===== src/rtl/fpas_pkg.sv =====
// Package: shared types for the add/subtract path selector.
// Assumes a 2-bit rounding-control field with the encoding listed below.
package fpas_pkg;

    // Rounding control codes; only RND_DOWN alters the sign of an exact zero.
    typedef enum logic [1:0] {
        RND_NEAREST = 2'b00,
        RND_DOWN    = 2'b01,
        RND_UP      = 2'b10,
        RND_TRUNC   = 2'b11
    } rnd_mode_e;

    // Result of the magnitude comparison of A against B.
    typedef enum logic [1:0] {
        MAG_EQ    = 2'b00,
        MAG_A_BIG = 2'b01,
        MAG_B_BIG = 2'b10
    } mag_ord_e;

    // Decision handed to the significand datapath.
    typedef struct packed {
        logic mag_sub;
        logic swap;
        logic res_sign;
        logic zero_res;
    } path_dec_t;

endpackage


===== src/rtl/fpas_field_cmp.sv =====
// Module: unsigned comparison of one field of the two operands.
// Assumes both fields are unsigned and of equal width W.
module fpas_field_cmp #(
    parameter int W = 32
) (
    input  logic [W-1:0] fld_a,
    input  logic [W-1:0] fld_b,
    output logic         a_gt,
    output logic         a_lt
);
    // Flag a strict ordering in either direction.
    always_comb begin
        a_gt = (fld_a > fld_b);
        a_lt = (fld_a < fld_b);
    end
endmodule


===== src/rtl/fpas_mag_order.sv =====
// Module: orders |A| against |B| lexicographically: exponent, then the
// significand words from most to least significant.
// Assumes SIG_W is a whole multiple of WORD_W.
module fpas_mag_order
    import fpas_pkg::*;
#(
    parameter int EXP_W  = 16,
    parameter int WORD_W = 32,
    parameter int SIG_W  = 64
) (
    input  logic [EXP_W-1:0] exp_a,
    input  logic [EXP_W-1:0] exp_b,
    input  logic [SIG_W-1:0] sig_a,
    input  logic [SIG_W-1:0] sig_b,
    output mag_ord_e         ord
);
    localparam int WORDS = SIG_W / WORD_W;

    logic             exp_gt;
    logic             exp_lt;
    logic [WORDS-1:0] word_gt;
    logic [WORDS-1:0] word_lt;

    fpas_field_cmp #(.W(EXP_W)) u_exp_cmp (
        .fld_a (exp_a),
        .fld_b (exp_b),
        .a_gt  (exp_gt),
        .a_lt  (exp_lt)
    );

    // One comparator per significand word; index 0 is the least significant.
    for (genvar g = 0; g < WORDS; g++) begin : g_word
        fpas_field_cmp #(.W(WORD_W)) u_word_cmp (
            .fld_a (sig_a[g*WORD_W +: WORD_W]),
            .fld_b (sig_b[g*WORD_W +: WORD_W]),
            .a_gt  (word_gt[g]),
            .a_lt  (word_lt[g])
        );
    end

    // Priority merge: more significant fields override less significant ones.
    always_comb begin
        ord = MAG_EQ;
        for (int i = 0; i < WORDS; i++) begin
            if (word_gt[i]) ord = MAG_A_BIG;
            else if (word_lt[i]) ord = MAG_B_BIG;
        end
        if (exp_gt) ord = MAG_A_BIG;
        else if (exp_lt) ord = MAG_B_BIG;
    end
endmodule


===== src/rtl/fpas_sign_prep.sv =====
// Module: forms the effective operand signs. The reverse flag inverts both
// signs; a subtract then folds into B's sign so that later stages only see
// an addition of signed magnitudes.
// Assumes signs are 1 for negative.
module fpas_sign_prep (
    input  logic op_sub,
    input  logic rev,
    input  logic a_sign,
    input  logic b_sign,
    output logic eff_a,
    output logic eff_b_add,
    output logic signs_differ
);
    // Apply the reverse flag, then fold the opcode into operand B.
    always_comb begin
        eff_a        = a_sign ^ rev;
        eff_b_add    = b_sign ^ rev ^ op_sub;
        signs_differ = eff_a ^ eff_b_add;
    end
endmodule


===== src/rtl/fpas_decide.sv =====
// Module: combines sign classification, magnitude order and rounding mode
// into the path decision.
// Assumes operands are finite and nonzero; specials are handled elsewhere.
module fpas_decide
    import fpas_pkg::*;
(
    input  logic       eff_a,
    input  logic       eff_b_add,
    input  logic       signs_differ,
    input  mag_ord_e   ord,
    input  logic [1:0] rc,
    output path_dec_t  dec
);
    // Pick add or subtract, operand order and result sign.
    always_comb begin
        dec = '0;
        if (!signs_differ) begin
            dec.res_sign = eff_a;
        end else begin
            dec.mag_sub = 1'b1;
            unique case (ord)
                MAG_A_BIG: dec.res_sign = eff_a;
                MAG_B_BIG: begin
                    dec.swap     = 1'b1;
                    dec.res_sign = eff_b_add;
                end
                default: begin
                    dec.zero_res = 1'b1;
                    dec.res_sign = (rnd_mode_e'(rc) == RND_DOWN);
                end
            endcase
        end
    end
endmodule


===== src/rtl/fpas_path_sel.sv =====
// Module: top of the add/subtract path selector. Registers the decision one
// clock after the request, with a synchronous active-low reset.
// Assumes the caller filters zero, infinite, NaN and denormal operands.
module fpas_path_sel
    import fpas_pkg::*;
#(
    parameter int EXP_W  = 16,
    parameter int HALF_W = 32
) (
    input  logic              clk,
    input  logic              rst_n,
    input  logic              in_valid,
    input  logic              op_sub,
    input  logic              rev,
    input  logic [1:0]        rc,
    input  logic              a_sign,
    input  logic [EXP_W-1:0]  a_exp,
    input  logic [HALF_W-1:0] a_sig_hi,
    input  logic [HALF_W-1:0] a_sig_lo,
    input  logic              b_sign,
    input  logic [EXP_W-1:0]  b_exp,
    input  logic [HALF_W-1:0] b_sig_hi,
    input  logic [HALF_W-1:0] b_sig_lo,
    output logic              out_valid,
    output logic              mag_sub,
    output logic              swap,
    output logic              res_sign,
    output logic              zero_res
);
    localparam int SIG_W = 2 * HALF_W;

    logic      eff_a;
    logic      eff_b_add;
    logic      signs_differ;
    mag_ord_e  ord;
    path_dec_t dec;

    fpas_sign_prep u_sign (
        .op_sub       (op_sub),
        .rev          (rev),
        .a_sign       (a_sign),
        .b_sign       (b_sign),
        .eff_a        (eff_a),
        .eff_b_add    (eff_b_add),
        .signs_differ (signs_differ)
    );

    fpas_mag_order #(
        .EXP_W  (EXP_W),
        .WORD_W (HALF_W),
        .SIG_W  (SIG_W)
    ) u_order (
        .exp_a (a_exp),
        .exp_b (b_exp),
        .sig_a ({a_sig_hi, a_sig_lo}),
        .sig_b ({b_sig_hi, b_sig_lo}),
        .ord   (ord)
    );

    fpas_decide u_decide (
        .eff_a        (eff_a),
        .eff_b_add    (eff_b_add),
        .signs_differ (signs_differ),
        .ord          (ord),
        .rc           (rc),
        .dec          (dec)
    );

    // Output register: capture the decision and its valid flag.
    always_ff @(posedge clk) begin
        if (!rst_n) begin
            out_valid <= 1'b0;
            mag_sub   <= 1'b0;
            swap      <= 1'b0;
            res_sign  <= 1'b0;
            zero_res  <= 1'b0;
        end else begin
            out_valid <= in_valid;
            mag_sub   <= dec.mag_sub;
            swap      <= dec.swap;
            res_sign  <= dec.res_sign;
            zero_res  <= dec.zero_res;
        end
    end
endmodule


===== config.mk =====
export PLATFORM = sky130hd
export DESIGN_NAME = fpas_path_sel
export DESIGN_NICKNAME = d
export VERILOG_FILES = /design/src/rtl/fpas_pkg.sv /design/src/rtl/fpas_field_cmp.sv /design/src/rtl/fpas_mag_order.sv /design/src/rtl/fpas_sign_prep.sv /design/src/rtl/fpas_decide.sv /design/src/rtl/fpas_path_sel.sv
export SDC_FILE = /design/constraint.sdc
export NUM_CORES = 1
export LEC_CHECK = 0
export ABC_AREA = 1
export BUFFER_PORTS_ARGS = -buffer_cell sky130_fd_sc_hd__buf_4
export CAP_MARGIN = 10
export CORE_AREA = 3 3 59 116
export DETAILED_ROUTE_END_ITERATION = 6
export DIE_AREA = 0 0 62 119
export PLACE_DENSITY = 0.77
export SYNTH_ARGS = -nofsm -noshare
export SYNTH_HDL_FRONTEND = slang
export SYNTH_SLANG_ARGS = --single-unit

===== constraint.sdc =====
create_clock -name clk -period 2.71 [get_ports clk]
set_clock_uncertainty 0.1 [all_clocks]
set_input_delay 0.542 -clock clk [delete_from_list [all_inputs] [get_ports clk]]
set_output_delay 0.542 -clock clk [all_outputs]
set_load 0.02 [all_outputs]

# After elaboration in Yosys (flattened, before gate mapping)
# Cells that the tools add are included.
[word_totals]
regBits = 5
latch_bits = 0
mem_bits_rw = 0
mem_bits_ro = 0
in_bits = 169
output_inout_bits = 5
elab_cells = 31
mem_count = 0
[op_classes]
add_sub_neg = 0
mul = 0
n_div = 0
magnitude_cmp = 6
eq_ne = 3
shift = 0
n_mux = 11
bitwise_logic = 4
n_reduce_logical = 2
[ops]
columns = ["operator", "count"]
rows = [
  ["greater-than comparator 32 bit", 2],
  ["< comparator 32 bit", 2],
  ["greater-than comparator 16 bit", 1],
  ["< comparator 16 bit", 1],
  ["2-to-1 mux 2 bit", 7],
  ["equality test 2 x 1 -> 1 bit (second input constant)", 2],
  ["XOR 1 bit", 4],
  ["2-to-1 mux 1 bit", 3],
  ["equality test 2 bit (second input constant)", 1],
  ["one-hot mux 1 bit (2 select lines)", 1],
  ["AND reduction 2 bit", 1],
  ["OR reduction 2 bit", 1],
]

# Depth between registers and ports, before layout
# Gate-level depths: netlist of the first run.
[logic_depth]
word_depth = 10
depth_mapped = 21

# Hierarchy
# From an unflattened synthesis of the first run, not the netlist that was laid out.
[hier_totals]
cells_unflattened = 415
area_unflattened_um2 = 2546.2
[modules_own_cells]
columns = ["module", "n_inst", "cells_each", "area_per_inst_um2", "seq_area_each_um2"]
rows = [
  ["fpas_field_cmp at u_order.g_word[0].u_word_cmp ...", 2, 140, 869.6, 0.0],
  ["fpas_field_cmp at u_order.u_exp_cmp", 1, 73, 441.7, 0.0],
  ["fpas_path_sel", 1, 15, 137.6, 100.1],
  ["fpas_decide", 1, 21, 103.8, 0.0],
  ["fpas_sign_prep", 1, 19, 86.3, 0.0],
  ["fpas_mag_order", 1, 7, 37.5, 0.0],
]

# Worst setup path before layout of the first run
# No wires, ideal clock.
[synth_path]
path_type = "in2reg"
start = "in b_sig_hi[31]"
end = "reg res_sign"
setup_time_ps = 74
t_arrival_ps = 2203
path_slack_ps = 332
stages = 17
path_buffers = 0
path_cell_list = "inv_1 -> ha_1 -> nand2_1 -> nor2_2 -> and2_4 -> nand2_4 -> nor2_4 -> nand2_2 -> nor2_2 -> nand2_1 -> nand3_2 -> a21oi_1 -> ha_1 -> inv_1 -> nor2_1 -> nand2_1 -> a31oi_1"
[synth_between]
elab_chain_len = 8
elab_cells_between_ends = 10
cone_classes = "2 x order compare; 2 x eq/ne; 6 x mux"
[synth_rtl]
columns = ["item", "line_no", "text"]
rows = [
  ["start, declared", "fpas_path_sel.sv:22", "input logic [HALF_W-1:0] b_sig_hi,"],
  ["< comparator 32 bit", "fpas_field_cmp.sv:14", "a_lt = (fld_a < fld_b);"],
  ["2-to-1 mux 2 bit", "fpas_mag_order.sv:46", "else if (word_lt[i]) ord = MAG_B_BIG;"],
  ["2-to-1 mux 2 bit (*)", "fpas_mag_order.sv:45", "if (word_gt[i]) ord = MAG_A_BIG;"],
  ["2-to-1 mux 2 bit (*)", "fpas_mag_order.sv:49", "else if (exp_lt) ord = MAG_B_BIG;"],
  ["2-to-1 mux 2 bit (*)", "fpas_mag_order.sv:48", "if (exp_gt) ord = MAG_A_BIG;"],
  ["equality test 2 bit / equality test 2 x 1 -> 1 bit (equally long branches)", "fpas_decide.sv:21", "unique case (ord)"],
  ["one-hot mux 1 bit (2 select lines) (*)", "fpas_decide.sv:21", ""],
  ["2-to-1 mux 1 bit (*)", "fpas_decide.sv:17", "if (!signs_differ) begin"],
  ["end signal, assigned", "fpas_path_sel.sv:81", "res_sign <= dec.res_sign;"],
  ["end, declared", "fpas_path_sel.sv:27", "output logic res_sign,"],
]
# Mark *: on every way between the ends. The rest lies on a longest branch, timed or not.
# A chain may end at the register's enable or synchronous reset.

# Worst setup path in the final report of the first run
[layout_path]
start = "in a_sig_hi[23]"
end = "reg res_sign"
[layout_between]
elab_chain_len = 8
elab_cells_between_ends = 10
cone_classes = "2 x order compare; 2 x eq/ne; 6 x mux"
[layout_rtl]
columns = ["item", "line_no", "text"]
rows = [
  ["start, declared", "fpas_path_sel.sv:18", "input logic [HALF_W-1:0] a_sig_hi,"],
  ["< comparator 32 bit", "fpas_field_cmp.sv:14", ""],
  ["2-to-1 mux 2 bit", "fpas_mag_order.sv:46", ""],
  ["2-to-1 mux 2 bit (*)", "fpas_mag_order.sv:45", ""],
  ["2-to-1 mux 2 bit (*)", "fpas_mag_order.sv:49", ""],
  ["2-to-1 mux 2 bit (*)", "fpas_mag_order.sv:48", ""],
  ["equality test 2 bit / equality test 2 x 1 -> 1 bit (equally long branches)", "fpas_decide.sv:21", ""],
  ["one-hot mux 1 bit (2 select lines) (*)", "fpas_decide.sv:21", ""],
  ["2-to-1 mux 1 bit (*)", "fpas_decide.sv:17", ""],
]
# Marks and branches as above.

==> flow_metrics.py, run 1 <==
metrics = {
    "power_and_ir_drop": {
        "irDropWorstVdd_mv": 0.155,
        "p_per_area_mw_per_mm2": 220,
        "p_total_uw": 858,
        "p_leak_nw": 2.52,
    },
    "clock_network": {
        "cts_hold_buf": 0,
        "cts_htree_levels": 1,
        "cts-buffers-inserted": 3,
        "clkSinkCount": 5,
        "cts-root-buf": "clkbuf_16",
        "clk_pin_slew_ns": 0.03,
        "cts_setup_buffers": 0,
        "cts_tree": "built",
        "cts_buffer_depth": 2,
        "cts_resized": 0,
    },
    "setup_path": {
        "cp-start-kind": "input pin",
        "critPathKind": "in -> reg",
        "crit_chain": "buf_4 -> ha_1 -> nand4_1 -> nor2_4 -> nand2_4 -> nor2_4 -> nand2_2 -> nor2_2 -> nand2_1 -> nand3_2 -> a21oi_1 -> ha_1 -> inv_1 -> nor2_1 -> nand2_1 -> a31oi_1",
        "crit_path_end_kind": "flip-flop",
        "worstPathArrival_ns": 2.50,
        "cp_slowest_cell": "ha_1",
        "cp_max_fo": 3,
        "worstPathRequired_ns": 2.77,
        "slowest_delay_ns": 0.32,
    },
    "floorplanning": {
        "start_util_pct": 39.9,
        "boundaryPins": 174,
        "core-area_mm2": 0.00606,
        "rows": 40,
        "fp.dieH_um": 119,
        "die_area_mm2": 0.00738,
        "die_width_um": 62,
    },
    "timing": {
        "rsz0062_at_grt": "no",
        "hold_viol_final": 0,
        "maxSlewViolCount": 0,
        "fin_crit_sh_pct": 90.1,
        "final.min_clock_period_ns": 2.44,
        "relSlewSlack_pct": 79.4,
        "setup_violations": 0,
        "fmax_mhz": 410,
        "tns_ns": 0,
        "worstMarginPinSlew_ns": 0.307,
    },
    "final_layout": {
        "multi_input_area_mm2": 0.00191,
        "drive_above_1_share_pct": 33.6,
        "n_fill_cell": 584,
        "diodes": 0,
        "area_growth_pct": 61.5,
        "seqCellArea_um2": 100,
        "nNetsFinal": 809,
    },
    "routing": {
        "ant_nets": 0,
        "drt_wl_total_um": 7220,
        "drt-initial-drc-count": 48,
        "wire_per_inst_um": 11.3,
        "drc": 0,
        "drt-pass1-iter-count": 4,
        "viasPerCell": 4.73,
        "vias": 3030,
    },
    "synth": {
        "yosys_warnings": 0,
        "synthTopCellsByArea": "ha_1, inv_1, nand2_1",
        "synth.net_count": 631,
        "synthCells": 380,
        "postSynthRegisterBits": 5,
        "synth_ff_type": "dfxtp_1",
        "yosys.area.top_type": "ha_1",
        "seq_area_frac_synth_pct": 4.15,
        "netlist_area_mm2": 0.00241,
        "async_reset_ff_share_pct": 0,
        "synth_edf_count": 0,
        "yosysTopAreaCellShare_pct": 42.5,
        "ys_types": 26,
        "avgSynthCellArea_um2": 6.35,
    },
    "global_routing": {
        "grt-ovfl-total": 0,
        "antenna_found_initial": 0,
        "grt_pass1_wl_um": 11400,
        "grt_max_degree": 5,
        "track_usage_pct": 19.6,
        "grt_pass1_vias": 3047,
    },
    "worst_hold_path": {
        "hold_class": "in -> reg",
        "hold_path_depth": 3,
    },
    "outcome": {
        "outcome": "finished clean",
    },
    "job": {
        "drv_cap": 0,
    },
    "placed_design": {
        "hpwl_um": 6920,
        "finalWeightedCongestion": 0.808,
        "io_buffers": 173,
    },
}
==> path summary, 6_finish.rpt <==
check	start	end	slack, ns
max	a_sig_hi[23]	res_sign$_SDFF_PN0_	0.27
min	in_valid	out_valid$_SDFF_PN0_	0.40
==> registers in the layout, indices dropped and copies added (netlist names) <==
name and flops:
res_sign 1, zero_res 1, out_valid 1, swap 1, mag_sub 1
==> kinds of logic (layout without fill, tap and decap cells) <==
family          count (synthesis)  count (layout)  synth area share (%)
fa+ha+maj                      82              82                  42.5
xor+xnor                        3               3                  1.09
simple gates                  130             130                  23.9
buf+inv                       107             284                  16.6
compound gates                 53              53                  11.7
flops                           5               5                  4.15
==> synth_stat cells, types with 2 or more instances <==
library cell / instances
a21oi_1: 37
nand2_1: 78
xnor2_1: 2
inv_1: 107
nor2_4: 2
o21ai_0: 8
ha_1: 82
o21a_1: 3
a21o_1: 2
nor2_1: 23
nand2_2: 2
nand3_1: 8
nand4_1: 8
nor2_2: 2
dfxtp_1: 5
==> cell type report <==
class                   count  share of cell area, %
multi-input cells         268                   49.1
repair buffers            173                   33.3
inverters                 107                   10.3
well taps                  84                   2.70
flip-flops and latches      5                   2.57
clock buffers               3                   1.93
clock inverters             1                  0.128
==> routing by layer <==
layer	vias to the layer above	track usage (%)	wire, µm
met2	134	40.3	4390
met3	21	3.04	547
met4	0	7.30	247
li1	1554	-	-
met1	1321	16.2	2030
met5	-	0	0
==> through the flow <==
step | hold slack, ns | setup WS, ns | utilization [%] | cell area (µm²) | std cells
floorplan | 0.535 | 0.332 | - | 2410 | 380
global placement | 0.624 | 0.129 | 63.1 | 3820 | 637
detailed placement | 0.635 | 0.0133 | 63.1 | 3820 | 637
CTS | 0.397 | 0.251 | 64.4 | 3900 | 641
global route | 0.400 | 0.0676 | 64.4 | 3900 | 641
finish | 0.398 | 0.269 | 64.4 | 3900 | 641
==> cells in the final DEF (no fill, tap or decap) <==
cell / instances
nand4_1: 8
nor2_2: 2
clkbuf_16: 3
or2_1: 1
inv_1: 107
xnor2_1: 2
nor2_4: 2
nand4_2: 1
xor2_1: 1
nand2_2: 2
and2_1: 1
nand3_1: 8
clkinv_2: 1
and2_4: 1
a21oi_1: 37
nand2_4: 1
dfxtp_1: 5
a31oi_1: 1
nand2_1: 78
nand3_2: 1
o21a_1: 3
a21o_1: 2
buf_4: 173
o21ai_0: 8
ha_1: 82
nor2_1: 23
or2_0: 1
o211ai_1: 1
o22ai_1: 1
==> worst max-delay path: cells and delay by family <==
| family | cells | cell delay, ns |
|---|---|---|
| fa+ha+maj | 2 | 0.60 |
| buf+inv | 2 | 0.17 |
| compound gates | 2 | 0.23 |
| simple gates | 10 | 0.95 |
==> power breakdown <==
| part | total (mW) | internal (mW) | leakage [nW] | switching (mW) |
|---|---|---|---|---|
| registers | 0.0853 | 0.0828 | 0.0413 | 0.00254 |
| logic | 0.526 | 0.297 | 2.44 | 0.229 |
| clock network | 0.247 | 0.193 | 0.0409 | 0.0537 |
No activity file was read; power rests on OpenSTA's default activity.
==> inputs of run 2 (changes only) <==
==> constraint.sdc (replaced) <==
create_clock -name clk -period 2.47 [get_ports clk]
set_clock_uncertainty 0.1 [all_clocks]
set_input_delay 0.494 -clock clk [delete_from_list [all_inputs] [get_ports clk]]
set_output_delay 0.494 -clock clk [all_outputs]
set_load 0.02 [all_outputs]
==> run 2 against run 1 <==
Compared with the run above: hold slack worse by 0.038 ns; count of clock-buffer cells in the layout stayed put; design area up 6.5%; critical path type unchanged; utilization rose by 4.2 points; critical endpoint unchanged.
==> flow_metrics.py, run 2 (same netlist as run 1, synthesis figures left out) <==
metrics = {
    "global_routing": {
        "track_usage_pct": 19.1,
        "grt_max_degree": 5,
        "antenna_found_initial": 0,
        "grt-ovfl-total": 0,
        "grt_pass1_wl_um": 11300,
        "grt_pass1_vias": 3078,
    },
    "routing": {
        "wire_per_inst_um": 11.4,
        "drt-initial-drc-count": 53,
        "drc": 0,
        "ant_nets": 0,
        "viasPerCell": 4.61,
        "drt-pass1-iter-count": 4,
        "drt_wl_total_um": 7410,
        "vias": 2995,
    },
    "final_layout": {
        "drive_above_1_share_pct": 40.0,
        "fin_area_mm2": 0.00415,
        "mostFrequentLayoutCells": "buf_4, inv_1, nand2_1, ha_1, a21oi_1",
        "final_cells": 649,
        "diodes": 0,
        "nNetsFinal": 817,
        "final_common_cell": "buf_4",
        "area_growth_pct": 72.0,
    },
    "setup_path": {
        "slowest_delay_ns": 0.26,
        "cp-start-kind": "input pin",
        "cpMostUsedCell": "nand2_1",
        "cp_slowest_cell": "ha_4",
        "cp_max_fo": 2,
        "critical_path.top_delay_family": "simple AND/OR/NAND/NOR gates",
        "critPathKind": "in -> reg",
        "critPathBufInv": 3,
        "crit_path_end_kind": "flip-flop",
        "worstPathArrival_ns": 2.39,
        "crit_chain": "buf_4 -> ha_4 -> nand2_2 -> inv_2 -> nand3_2 -> or2_4 -> nor2_4 -> nand2_1 -> nand2_1 -> nand3_2 -> a21oi_2 -> ha_4 -> inv_1 -> o22ai_1 -> nand2_1 -> a31oi_1",
        "worstPathRequired_ns": 2.52,
    },
    "placed_design": {
        "place_area_mm2": 0.00384,
        "io_buffers": 173,
        "finalWeightedCongestion": 0.835,
        "hpwl_um": 6780,
        "placedCellCount": 640,
        "place_ws_ns": -0.156,
    },
    "timing": {
        "fmax_mhz": 427,
        "tns_ns": 0,
        "worstMarginPinSlew_ns": 0.281,
        "hold_viol_final": 0,
        "final.min_clock_period_ns": 2.34,
        "fin_crit_sh_pct": 94.8,
        "fin_ws_ns": 0.127,
        "relSlewSlack_pct": 81.1,
        "setup_violations": 0,
        "maxSlewViolCount": 0,
    },
    "floorplanning": {
        "boundaryPins": 174,
        "core-area_mm2": 0.00606,
        "fp.dieH_um": 119,
        "die_area_mm2": 0.00738,
        "rows": 40,
        "start_util_pct": 39.9,
        "die_width_um": 62,
    },
    "outcome": {
        "outcome": "finished clean",
    },
    "clock_network": {
        "cts_tree": "built",
        "clk_pin_slew_ns": 0.03,
        "cts_htree_levels": 1,
        "cts_hold_buf": 0,
        "cts-buffers-inserted": 3,
        "cts_buffer_depth": 2,
        "cts-root-buf": "clkbuf_16",
        "clkSinkCount": 5,
    },
    "power_and_ir_drop": {
        "irDropWorstVdd_mv": 0.260,
        "p_leak_nw": 2.56,
        "p_per_area_mw_per_mm2": 240,
        "p_total_uw": 999,
    },
    "worst_hold_path": {
        "hold_class": "in -> reg",
    },
    "job": {
        "drv_cap": 0,
    },
}
==> run 2: cell types whose count changed in the layout (fill, tap and decap cells not counted), moves of 4 or more <==
cell,before,now
inv_1,107,103
inv_2,0,4
nand2_2,2,7
ha_4,0,10
nor2_1,23,17
nand2_1,78,72
buf_4,173,181
ha_1,82,72
==> run 2: cell type report <==
type	instances	area (µm²)
Clock inverter	1	5.00
Clock buffer	3	75.1
Timing Repair Buffer	181	1360
Tap cell	84	105
Sequential cell	5	100
Multi-Input combinational cell	268	2110
Fill cell	535	1900
Inverter	107	402
==> run 2: where the power goes <==
group | total (mW) | leakage, nW | internal [mW] | switching (mW)
sequential | 0.0935 | 0.0413 | 0.0908 | 0.00268
combinational | 0.639 | 2.48 | 0.359 | 0.279
clock | 0.266 | 0.0409 | 0.212 | 0.0546
==> run 2: repair_timing <==
item                                    4_1_cts  5_1_grt
buffers inserted                              0        5
resized for setup                             0       37
endpoints found under the setup margin        0        1
==> run 2: per-stage QoR <==
step / utilization (%) / hold slack, ns
2_1_floorplan: - / 0.487
3_3_place_gp: 63.4 / 0.577
3_5_place_dp: 63.4 / 0.587
4_1_cts: 64.8 / 0.363
5_1_grt: 68.6 / 0.382
6_report: 68.6 / 0.360
==> run 2: metal layers <==
metal / track usage [%] / share of wire, % / vias up
met5: 0 / 0 / -
met4: 4.78 / 2.9 / 0
met3: 1.84 / 6.2 / 18
met2: 40.8 / 60 / 113
met1: 16.2 / 31 / 1298
li1: - / - / 1566
==> run 2: path summary, 6_finish.rpt <==
path	startpoint	endpoint	slack (ns)	cells past startpoint
worst min-delay path	in_valid	out_valid$_SDFF_PN0_	0.36	3
worst max-delay path	a_sig_lo[27]	res_sign$_SDFF_PN0_	0.13	16
==> inputs of run 3 (changes only) <==
--- a/config.mk
+++ b/config.mk
@@ -6,12 +6,14 @@
 export NUM_CORES = 1
 export LEC_CHECK = 0
 export ABC_AREA = 1
-export BUFFER_PORTS_ARGS = -buffer_cell sky130_fd_sc_hd__buf_4
+export ABC_CLOCK_PERIOD_IN_PS = 2470
+export BUFFER_PORTS_ARGS = -buffer_cell sky130_fd_sc_hd__buf_2
 export CAP_MARGIN = 10
-export CORE_AREA = 3 3 59 116
+export CORE_AREA = 3 3 61 119
 export DETAILED_ROUTE_END_ITERATION = 6
-export DIE_AREA = 0 0 62 119
-export PLACE_DENSITY = 0.77
+export DIE_AREA = 0 0 64 122
+export PLACE_DENSITY = 0.75
 export SYNTH_ARGS = -nofsm -noshare
 export SYNTH_HDL_FRONTEND = slang
+export SYNTH_HIERARCHICAL = 1
 export SYNTH_SLANG_ARGS = --single-unit
==> run 3 against run 2 <==
Compared with the run above: the run now ends with setup timing left; clock power barely moved; setup slack got worse by 0.13 ns; combinational power rose by 12%; design area rose by 1.2%; first-iteration DRC count rose by 5.7%; flip-flop and latch count did not move; sequential share of layout area barely moved; fmax fell by 5.2%; utilization fell by 3.0 points; critical path depth rose by 5; count of clock-buffer cells in the layout rose by 1; largest power group unchanged; highest routed layer unchanged.
==> flow_metrics.py, run 3 <==
metrics = {
    "outcome": {
        "outcome": "complete, but fails checks",
        "violations": "setup timing",
    },
    "placed_design": {
        "io_buffers": 173,
        "place_ws_ns": -0.279,
        "placedCellCount": 678,
        "finalWeightedCongestion": 0.785,
        "place_area_mm2": 0.00355,
        "hpwl_um": 6480,
    },
    "synth": {
        "synth.net_count": 666,
        "synthTopCellsByArea": "ha_1, inv_1, nand2_1",
        "avgSynthCellArea_um2": 6.14,
        "synth_edf_count": 0,
        "yosysMostFrequentCell": "inv_1",
        "postSynthRegisterBits": 5,
        "synthTopCellsByCount": "inv_1, nand2_1, ha_1, a21oi_1, nor2_1",
        "netlist_area_mm2": 0.00255,
        "ys_types": 24,
        "yosysTopAreaCellShare_pct": 40.3,
        "synthCells": 415,
        "synth_ff_type": "dfxtp_1",
        "yosys_warnings": 6,
        "async_reset_ff_share_pct": 0,
        "yosys.area.top_type": "ha_1",
        "seq_area_frac_synth_pct": 3.93,
    },
    "clock_network": {
        "clk_pin_slew_ns": 0.03,
        "cts_hold_buf": 0,
        "cts_htree_levels": 1,
        "cts_buffer_depth": 2,
        "cts_tree": "built",
        "cts-buffers-inserted": 3,
        "clkSinkCount": 5,
        "cts-root-buf": "clkbuf_16",
    },
    "floorplanning": {
        "die_width_um": 64,
        "core-area_mm2": 0.00641,
        "fp.dieH_um": 122,
        "boundaryPins": 174,
        "rows": 41,
        "start_util_pct": 39.7,
        "die_area_mm2": 0.00781,
    },
    "setup_path": {
        "critPathBufInv": 6,
        "critPathKind": "in -> reg",
        "cp_max_fo": 3,
        "cpMostUsedCell": "nand2_1",
        "cp-start-kind": "input pin",
        "crit_chain": "buf_2 -> inv_2 -> ha_4 -> nand2_2 -> nor2_4 -> buf_4 -> buf_4 -> nand3_4 -> nor3_4 -> a21oi_2 -> a21oi_2 -> nand2_4 -> nor2_4 -> inv_1 -> ha_1 -> nand2_1 -> nand2_1 -> nand2_1 -> nand2_1 -> nand2_1 -> inv_1",
        "crit_path_end_kind": "flip-flop",
        "cp_slowest_cell": "ha_4",
        "worstPathRequired_ns": 2.49,
        "worstSetupPathDepth": 21,
        "slowest_delay_ns": 0.27,
        "worstPathArrival_ns": 2.49,
        "critical_path.top_delay_family": "simple AND/OR/NAND/NOR gates",
    },
    "job": {
        "drv_cap": 0,
    },
    "final_layout": {
        "multi_input_area_mm2": 0.00249,
        "drive_above_1_share_pct": 45.6,
        "final_cells": 686,
        "n_fill_cell": 534,
        "fin_area_mm2": 0.00420,
        "area_growth_pct": 65.1,
        "mostFrequentLayoutCells": "buf_2, inv_1, nand2_1, ha_1, a21oi_1",
        "final_common_cell": "buf_2",
        "nNetsFinal": 851,
        "post-route-util_pct": 65.6,
        "seqCellArea_um2": 100,
    },
    "global_routing": {
        "grt-ovfl-total": 0,
        "grt_max_degree": 6,
        "track_usage_pct": 18.2,
        "antenna_found_initial": 1,
        "grt_pass1_vias": 3123,
        "grt_pass1_wl_um": 11800,
    },
    "timing": {
        "rsz0062_at_grt": "yes",
        "hold_viol_final": 0,
        "setup_violations": 1,
        "fin_ws_ns": -0.00229,
        "worstMarginPinSlew_ns": 0.236,
        "tns_ns": -0.00229,
        "final.min_clock_period_ns": 2.47,
        "maxSlewViolCount": 0,
        "hold_slack_ns": 0.352,
        "relSlewSlack_pct": 84.2,
        "fin_crit_sh_pct": 100,
        "fmax_mhz": 404,
    },
    "worst_hold_path": {
        "min_to": "out_valid$_SDFF_PN0_",
        "hold_class": "in -> reg",
        "hold_path_depth": 3,
        "hp-start": "in_valid",
    },
    "routing": {
        "drc": 0,
        "viasPerCell": 4.58,
        "wire_per_inst_um": 11.4,
        "drt-initial-drc-count": 56,
        "ant_nets": 0,
        "vias": 3141,
        "drt_wl_total_um": 7800,
        "drt-pass1-iter-count": 4,
    },
    "power_and_ir_drop": {
        "p_per_area_mw_per_mm2": 255,
        "p_leak_nw": 2.56,
        "p_total_mw": 1.07,
        "irDropWorstVdd_mv": 0.185,
    },
}
## run 3: cell families after synthesis
family	after synthesis	share of synthesized area [%]
buf+inv	114	17.0
fa+ha+maj	82	40.3
flops	5	3.93
compound gates	50	10.7
xor+xnor	2	0.688
simple gates	162	27.5
## run 3: where the power goes
part	internal [mW]	total [mW]	switching (mW)
Combinational	0.363	0.716	0.353
Clock	0.214	0.264	0.0508
Sequential	0.0901	0.0921	0.00200
Total	0.667	1.07	0.406
## run 3: area by class of cell
cell class,instances,share of cell area [%]
antenna,1,0.0595
clock buffer,4,1.88
inverter,113,10.1
multi-input combinational,296,59.2
sequential,5,2.38
tap,86,2.56
timing repair buffer,181,23.8
## run 3: per-layer routing
metal	global-route usage (%)	share of wire (%)	vias to the layer above
met1	15.8	32	1343
met4	4.33	2.1	0
li1	-	-	1661
met3	2.58	6.4	12
met5	0	0	-
met2	40.4	59	125
## run 3: worst max path at each step
stage | to | from | slack (ns)
6_report | res_sign$_SDFF_PN0_ | b_sig_hi[5] | -0.002
5_1_grt | res_sign$_SDFF_PN0_ | b_sig_hi[13] | -0.17
4_1_cts | res_sign$_SDFF_PN0_ | a_sig_hi[10] | -0.008
3_5_place_dp | res_sign$_SDFF_PN0_ | a_sig_hi[31] | -0.28
3_3_place_gp | res_sign$_SDFF_PN0_ | b_sig_hi[7] | -0.21
2_1_floorplan | res_sign$_SDFF_PN0_ | b_sig_hi[23] | 0.03
## run 3: repair_timing
action / 4_1_cts / 5_1_grt
pin swaps: 29 / 23
buffers inserted: 0 / 3
endpoints found under the setup margin: 1 / 2
gates resized for setup: 45 / 49
